## src/rtl/cmt_pkg.sv

```systemverilog
package cmt_pkg;
    localparam logic [7:0] OFS_CTRL = 8'h00;
    localparam logic [7:0] OFS_PRE  = 8'h04;
    localparam logic [7:0] OFS_STAT = 8'h08;
    localparam logic [7:0] OFS_IEN  = 8'h0C;
    localparam logic [7:0] OFS_CMP  = 8'h10;
    localparam logic [7:0] OFS_CNT  = 8'h24;

    localparam int B_EN    = 0;
    localparam int B_WAIT  = 3;
    localparam int B_SEL   = 6;
    localparam int SEL_W   = 3;
    localparam int B_FREE  = 9;
    localparam int B_OSCEN = 10;

    localparam logic [SEL_W-1:0] SRC_BUS = 3'd1;
    localparam logic [SEL_W-1:0] SRC_PER = 3'd2;
    localparam logic [SEL_W-1:0] SRC_OSC = 3'd5;
endpackage

```

## src/rtl/cmt_tick_gen.sv

```systemverilog
module cmt_tick_gen #(
    parameter int DIV_W = 12
) (
    input  logic                    clk,
    input  logic                    rst_n,
    input  logic                    en,
    input  logic [cmt_pkg::SEL_W-1:0] sel,
    input  logic                    osc_en,
    input  logic [DIV_W-1:0]        div_lo,
    input  logic [DIV_W-1:0]        div_hi,
    input  logic                    tick_bus,
    input  logic                    tick_per,
    input  logic                    tick_osc,
    output logic                    tick
);
    import cmt_pkg::*;

    logic [DIV_W-1:0] ps_d, ps_q;
    logic [DIV_W-1:0] div;
    logic             src_tick;
    logic             at_tc;

    always_comb begin
        src_tick = 1'b0;
        div      = div_lo;
        case (sel)
            SRC_BUS: src_tick = tick_bus;
            SRC_PER: src_tick = tick_per;
            SRC_OSC: begin
                src_tick = tick_osc;
                if (osc_en) div = div_hi;
            end
            default: src_tick = 1'b0;
        endcase
        // >= keeps the divider bounded when the ratio shrinks mid-count
        at_tc = (ps_q >= div);
        tick  = en && src_tick && at_tc;
        ps_d  = ps_q;
        if (!en)           ps_d = '0;
        else if (src_tick) ps_d = at_tc ? '0 : ps_q + 1'b1;
    end

    always_ff @(posedge clk or negedge rst_n) begin
        if (!rst_n) ps_q <= '0;
        else        ps_q <= ps_d;
    end
endmodule

```

## src/rtl/cmt_count.sv

```systemverilog
module cmt_count #(
    parameter int CNT_W = 32
) (
    input  logic             clk,
    input  logic             rst_n,
    input  logic             en,
    input  logic             tick,
    input  logic             free,
    input  logic [CNT_W-1:0] cmp,
    input  logic             clr,
    output logic [CNT_W-1:0] cnt,
    output logic             flag
);
    typedef struct packed {
        logic [CNT_W-1:0] cnt;
        logic             flag;
    } cnt_st_t;

    cnt_st_t s_d, s_q;
    logic    hit;

    always_comb begin
        s_d = s_q;
        hit = 1'b0;
        if (!en) begin
            s_d.cnt = '0;
        end else if (tick) begin
            if (!free && (s_q.cnt == cmp)) s_d.cnt = '0;
            else                           s_d.cnt = s_q.cnt + 1'b1;
            hit = (s_d.cnt == cmp);
        end
        if (clr) s_d.flag = 1'b0;
        if (hit) s_d.flag = 1'b1;   // a new match beats a clear
    end

    always_ff @(posedge clk or negedge rst_n) begin
        if (!rst_n) s_q <= '0;
        else        s_q <= s_d;
    end

    assign cnt  = s_q.cnt;
    assign flag = s_q.flag;
endmodule

```

## src/rtl/cmt_timer.sv

```systemverilog
module cmt_timer #(
    parameter int CNT_W    = 32,
    parameter int DATA_W   = 32,
    parameter int PRE_LO_W = 12,
    parameter int PRE_HI_W = 4
) (
    input  logic        clk,
    input  logic        rst_n,
    input  logic [7:0]  bus_addr,
    input  logic [31:0] bus_wdata,
    input  logic        bus_wr,
    input  logic        bus_rd,
    output logic [31:0] bus_rdata,
    input  logic        tick_bus,
    input  logic        tick_per,
    input  logic        tick_osc,
    output logic        irq
);
    import cmt_pkg::*;

    localparam int PRE_HI_LSB = PRE_LO_W;
    localparam int DIV_W      = (PRE_LO_W > PRE_HI_W) ? PRE_LO_W : PRE_HI_W;

    typedef struct packed {
        logic                en;
        logic                wait_f;
        logic [SEL_W-1:0]    sel;
        logic                free;
        logic                osc_en;
        logic [PRE_LO_W-1:0] pre_lo;
        logic [PRE_HI_W-1:0] pre_hi;
        logic                ien;
        logic [CNT_W-1:0]    cmp;
    } regs_t;

    regs_t            r_d, r_q;
    logic             tick;
    logic [CNT_W-1:0] cnt;
    logic             flag;
    logic             stat_clr;

    always_comb begin
        r_d      = r_q;
        stat_clr = 1'b0;
        if (bus_wr) begin
            case (bus_addr)
                OFS_CTRL: begin
                    r_d.en     = bus_wdata[B_EN];
                    r_d.wait_f = bus_wdata[B_WAIT];
                    r_d.sel    = bus_wdata[B_SEL +: SEL_W];
                    r_d.free   = bus_wdata[B_FREE];
                    r_d.osc_en = bus_wdata[B_OSCEN];
                end
                OFS_PRE: begin
                    r_d.pre_lo = bus_wdata[PRE_LO_W-1:0];
                    r_d.pre_hi = bus_wdata[PRE_HI_LSB +: PRE_HI_W];
                end
                OFS_STAT: stat_clr = bus_wdata[0];
                OFS_IEN:  r_d.ien  = bus_wdata[0];
                OFS_CMP:  r_d.cmp  = bus_wdata[CNT_W-1:0];
                default: ;
            endcase
        end
    end

    always_ff @(posedge clk or negedge rst_n) begin
        if (!rst_n) r_q <= '0;
        else        r_q <= r_d;
    end

    cmt_tick_gen #(.DIV_W(DIV_W)) u_tick (
        .clk      (clk),
        .rst_n    (rst_n),
        .en       (r_q.en),
        .sel      (r_q.sel),
        .osc_en   (r_q.osc_en),
        .div_lo   (DIV_W'(r_q.pre_lo)),
        .div_hi   (DIV_W'(r_q.pre_hi)),
        .tick_bus (tick_bus),
        .tick_per (tick_per),
        .tick_osc (tick_osc),
        .tick     (tick)
    );

    cmt_count #(.CNT_W(CNT_W)) u_count (
        .clk   (clk),
        .rst_n (rst_n),
        .en    (r_q.en),
        .tick  (tick),
        .free  (r_q.free),
        .cmp   (r_q.cmp),
        .clr   (stat_clr),
        .cnt   (cnt),
        .flag  (flag)
    );

    always_comb begin
        bus_rdata = '0;
        if (bus_rd) begin
            case (bus_addr)
                OFS_CTRL: begin
                    bus_rdata[B_EN]              = r_q.en;
                    bus_rdata[B_WAIT]            = r_q.wait_f;
                    bus_rdata[B_SEL +: SEL_W]    = r_q.sel;
                    bus_rdata[B_FREE]            = r_q.free;
                    bus_rdata[B_OSCEN]           = r_q.osc_en;
                end
                OFS_PRE: begin
                    bus_rdata[PRE_LO_W-1:0]           = r_q.pre_lo;
                    bus_rdata[PRE_HI_LSB +: PRE_HI_W] = r_q.pre_hi;
                end
                OFS_STAT: bus_rdata[0]       = flag;
                OFS_IEN:  bus_rdata[0]       = r_q.ien;
                OFS_CMP:  bus_rdata          = DATA_W'(r_q.cmp);
                OFS_CNT:  bus_rdata          = DATA_W'(cnt);
                default:  bus_rdata          = '0;
            endcase
        end
    end

    assign irq = flag & r_q.ien;
endmodule

```

## config.mk

```make
export PLATFORM = sky130hd
export DESIGN_NAME = cmt_timer
export DESIGN_NICKNAME = d
export VERILOG_FILES = /design/src/rtl/cmt_pkg.sv /design/src/rtl/cmt_tick_gen.sv /design/src/rtl/cmt_count.sv /design/src/rtl/cmt_timer.sv
export SDC_FILE = /design/constraint.sdc
export NUM_CORES = 1
export LEC_CHECK = 0
export BUFFER_PORTS_ARGS = -buffer_cell sky130_fd_sc_hd__buf_2
export CAP_MARGIN = 20
export CORE_MARGIN = 10
export CORE_UTILIZATION = 60
export DETAILED_ROUTE_END_ITERATION = 8
export PLACE_DENSITY = 0.81
export SLEW_MARGIN = 20
export SYNTH_ARGS = -nofsm -noshare
export SYNTH_HDL_FRONTEND = slang
export SYNTH_SLANG_ARGS = --single-unit
```

## constraint.sdc

```tcl
create_clock -name clk -period 9.6 [get_ports clk]
set_input_delay 0.48 -clock clk [delete_from_list [all_inputs] [get_ports clk]]
set_output_delay 0.48 -clock clk [all_outputs]
set_load 0.01 [all_outputs]
```

==> impl_metrics.sql <==
INSERT INTO impl_metrics (metric_group, metric, value, unit) VALUES
('timing', 'setup_slack', '5.63', 'ns'),
('timing', 'max_freq', '0.252', 'GHz'),
('logic_synthesis', 'ys_warn_count', '0', ''),
('clock_tree', 'clk_path_buf_depth', '2', ''),
('finish', 'post_route_cells_drive_above_1_share', '0.202', ''),
('routing', 'detail_route.first_pass.iterations', '7', ''),
('timing', 'maxSlewViolCount', '0', ''),
('logic_synthesis', 'synth_area_leaders', 'sky130_fd_sc_hd__dfrtp_1 (34%), sky130_fd_sc_hd__mux2_2 (8.3%), sky130_fd_sc_hd__xor2_1 (5.2%)', ''),
('die', 'start_util', '0.613', ''),
('routing', 'totalWireLength', '23.3', 'mm'),
('clock_tree', 'clk_latency', '0.36', 'ns'),
('placement', 'place.port_buffers', '79', ''),
('timing', 'timing.setup.tns', '0', 'ns'),
('clock_tree', 'post_cts_buffers', '0', ''),
('timing', 'timing.final.crit_share', '0.413', ''),
('worst_setup_path', 'critical-path-max-stage-delay', '0.65', 'ns'),
('status', 'outcome', 'complete, no violations', ''),
('logic_synthesis', 'synth.cell_area', '7370', 'um^2'),
('worst_setup_path', 'crit_path_max_fanout', '16', ''),
('placement', 'pre_cts_ws', '5.72', 'ns'),
('worst_setup_path', 'setup.reg_to_reg.worst_slack', '5.63', 'ns'),
('finish', 'areaGrowthSynthToFinish', '9.63', '%'),
('finish', 'highest_count_cells_in_the_layout_ignoring_fill_and_taps', 'sky130_fd_sc_hd__dfrtp_1 (101), sky130_fd_sc_hd__buf_2 (78), sky130_fd_sc_hd__nand2_1 (64)', ''),
('logic_synthesis', 'synth-async-reset-ratio', '1.00', ''),
('global_routing', 'grt_max_degree', '62', ''),
('die', 'placeableCoreArea', '12000', 'um^2'),
('logic_synthesis', 'synthesized_area_per_cell', '8.90', 'um^2'),
('timing', 'worst_slew_margin_rel', '0.399', ''),
('clock_tree', 'cts_buffer_count', '9', ''),
('timing', 'final_setup_vio_count', '0', ''),
('logic_synthesis', 'synth.lib_cells_used.distinct', '73', ''),
('global_routing', 'grt_pass1_vias', '6599', ''),
('die', 'die_height', '131', 'um'),
('run', 'drv_cap', '0', ''),
('min_path', 'min-delay-path-class', 'primary input to asynchronous set/reset pin', ''),
('finish', 'mostFrequentLayoutCell', 'sky130_fd_sc_hd__dfrtp_1', ''),
('routing', 'route.detailed.drc', '0', ''),
('power_and_ir_drop', 'p_leak', '3.59', 'nW'),
('die', 'die-area', '17100', 'um^2'),
('routing', 'postRouteAntennaNets', '0', ''),
('logic_synthesis', 'seq_area_frac_synth', '0.343', ''),
('timing', 'unrepaired_setup_endpoints_after_global_routing', 'false', ''),
('worst_setup_path', 'worstPathArrival', '4.27', 'ns'),
('logic_synthesis', 'synth_flop_cell', 'sky130_fd_sc_hd__dfrtp_1', ''),
('worst_setup_path', 'end_kind', 'flip-flop', ''),
('worst_setup_path', 'critical_path.cell_chain', 'nand2_1 > nor2_1 > nand2_1 > mux2_2 > ha_1 > nand2b_1 > a21oi_1 > o21ai_0 > a31oi_1 > nand3b_1 > or4_1 > nand2_1', ''),
('worst_setup_path', 'worst_path_max_delay_cell', 'sky130_fd_sc_hd__or4_1', ''),
('timing', 'timing.final.crit_period', '3.97', 'ns'),
('routing', 'drt-vias-per-instance', '6.85', ''),
('die', 'num_io_pins', '80', ''),
('timing', 'worst_slew_pin_slew', '0.902', 'ns'),
('worst_setup_path', 'critical_path.startpoint_type', 'flip-flop', ''),
('global_routing', 'grt_util_all_layers', '0.275', ''),
('worst_setup_path', 'crit_type', 'flip-flop to flip-flop', ''),
('worst_setup_path', 'cell_type_with_the_highest_occurrence_count_on_the_critical_path', 'sky130_fd_sc_hd__nand2_1', ''),
('die', 'chipWidth', '131', 'um'),
('finish', 'antenna_cells_inserted', '0', ''),
('clock_tree', 'cts.hold.buffers_added', '0', ''),
('logic_synthesis', 'synth.largest_area_cell', 'sky130_fd_sc_hd__dfrtp_1', ''),
('clock_tree', 'ctsRootBufferMaster', 'sky130_fd_sc_hd__clkbuf_16', ''),
('routing', 'detailroute.via_count', '6950', ''),
('clock_tree', 'post_cts.resized_instances', '0', ''),
('logic_synthesis', 'synth-seq-cells', '101', ''),
('power_and_ir_drop', 'p_per_area', '125', 'nW/um^2'),
('routing', 'count_of_routing_violations_after_the_opening_detailed_route_iteration', '786', ''),
('logic_synthesis', 'edff_count_synth', '0', ''),
('logic_synthesis', 'netlist.area_leader.share', '0.343', ''),
('timing', 'fin_worst_skew', '0.00792', 'ns'),
('power_and_ir_drop', 'ir_worst_vdd', '0.102', 'mV'),
('global_routing', 'grt_pass1_wl', '36.9', 'mm'),
('clock_tree', 'tritoncts_sink_count', '101', '');
-- layout make-up --
type                    count  area [um^2]
clock buffers              11          253
clock inverters             5         67.6
fillers                  1011         3940
inverters                  10         37.5
multi-input cells         653         4540
flip-flops and latches    101         2530
well taps                 147          184
repair buffers             88          465
-- per-layer routing --
| layer | track usage | part of all wire | up-vias |
|---|---|---|---|
| li1 | - | - | 3095 |
| met4 | 0.120 | 0.034 | 0 |
| met5 | 0 | 0 | - |
| met2 | 0.437 | 0.47 | 394 |
| met3 | 0.0528 | 0.096 | 62 |
| met1 | 0.359 | 0.40 | 3399 |
-- stage by stage --
stage	instance area, um^2	power [W]	hold slack (ns)	utilization	instances
after floorplan	7370	0.000556	0.184	-	828
after global placement	7750	0.000611	0.487	0.645	999
after detailed placement	7760	0.000616	0.516	0.646	999
after CTS	8080	0.00101	0.141	0.672	1015
after global routing	8080	0.00104	0.141	0.672	1015
final	8080	0.00101	0.107	0.672	1015
-- flip-flops by register name, summed over array words and instances (netlist names) --
name and count:
r_q 56, u_tick.ps_q 12, u_count.flag 1, u_count.cnt 32
-- cells in the mapped netlist, types with 6 or more instances --
cell	number
sky130_fd_sc_hd__nand3b_1	7
sky130_fd_sc_hd__o31ai_1	14
sky130_fd_sc_hd__dfrtp_1	101
sky130_fd_sc_hd__a22oi_1	30
sky130_fd_sc_hd__a21oi_1	30
sky130_fd_sc_hd__a22o_1	6
sky130_fd_sc_hd__xnor2_1	15
sky130_fd_sc_hd__and2_1	25
sky130_fd_sc_hd__o21ai_0	61
sky130_fd_sc_hd__and3_1	9
sky130_fd_sc_hd__nand4_1	17
sky130_fd_sc_hd__nor2_1	50
sky130_fd_sc_hd__ha_1	14
sky130_fd_sc_hd__xor2_1	44
sky130_fd_sc_hd__a221oi_1	8
sky130_fd_sc_hd__nand2_1	64
sky130_fd_sc_hd__nand2b_1	9
sky130_fd_sc_hd__nor4_1	22
sky130_fd_sc_hd__inv_1	10
sky130_fd_sc_hd__or3_1	7
sky130_fd_sc_hd__buf_2	16
sky130_fd_sc_hd__clkbuf_1	37
sky130_fd_sc_hd__nor2b_1	29
sky130_fd_sc_hd__mux2_2	54
sky130_fd_sc_hd__nand3_1	19
sky130_fd_sc_hd__a21boi_1	9
sky130_fd_sc_hd__nor3_1	22
-- cell families after synthesis --
logic type,synth area share
and+or+nand+nor,0.228
DFF,0.343
xor gates and xnor gates,0.0795
buffers and inverters,0.0431
adders and majority gates,0.0238
muxes,0.0880
AOI/OAI and AO/OA,0.194
-- path summary, 6_finish.rpt --
check,end,cells after the start,startpoint
hold / removal,u_tick.ps_q[10],1,rst_n
setup reg to reg,u_tick.ps_q[9],12,r_q[51]
hold reg to reg,r_q[32],2,r_q[32]
min in group clk,r_q[25],2,bus_wdata[25]
max in group asynchronous,r_q[39],2,rst_n
setup / recovery,u_tick.ps_q[9],12,r_q[51]
-- worst max-delay path, delay by kind of cell, from the launching register on --
kind / cells / cell delay [ns]
AO/OA/AOI/OAI: 3 / 0.85
adder cells (fa/ha/maj): 1 / 0.27
flip-flops: 1 / 0.42
multiplexers: 1 / 0.40
AND/OR/NAND/NOR: 7 / 1.95
-- where the power goes --
part / switching, W / internal (W) / leakage [nW] / total, W
Combinational: 0.0000963 / 0.0000602 / 2.03 / 0.000156
Sequential: 0.0000194 / 0.000436 / 1.40 / 0.000456
Clock: 0.000175 / 0.000220 / 0.158 / 0.000395
(Power assumes the default switching activity.)
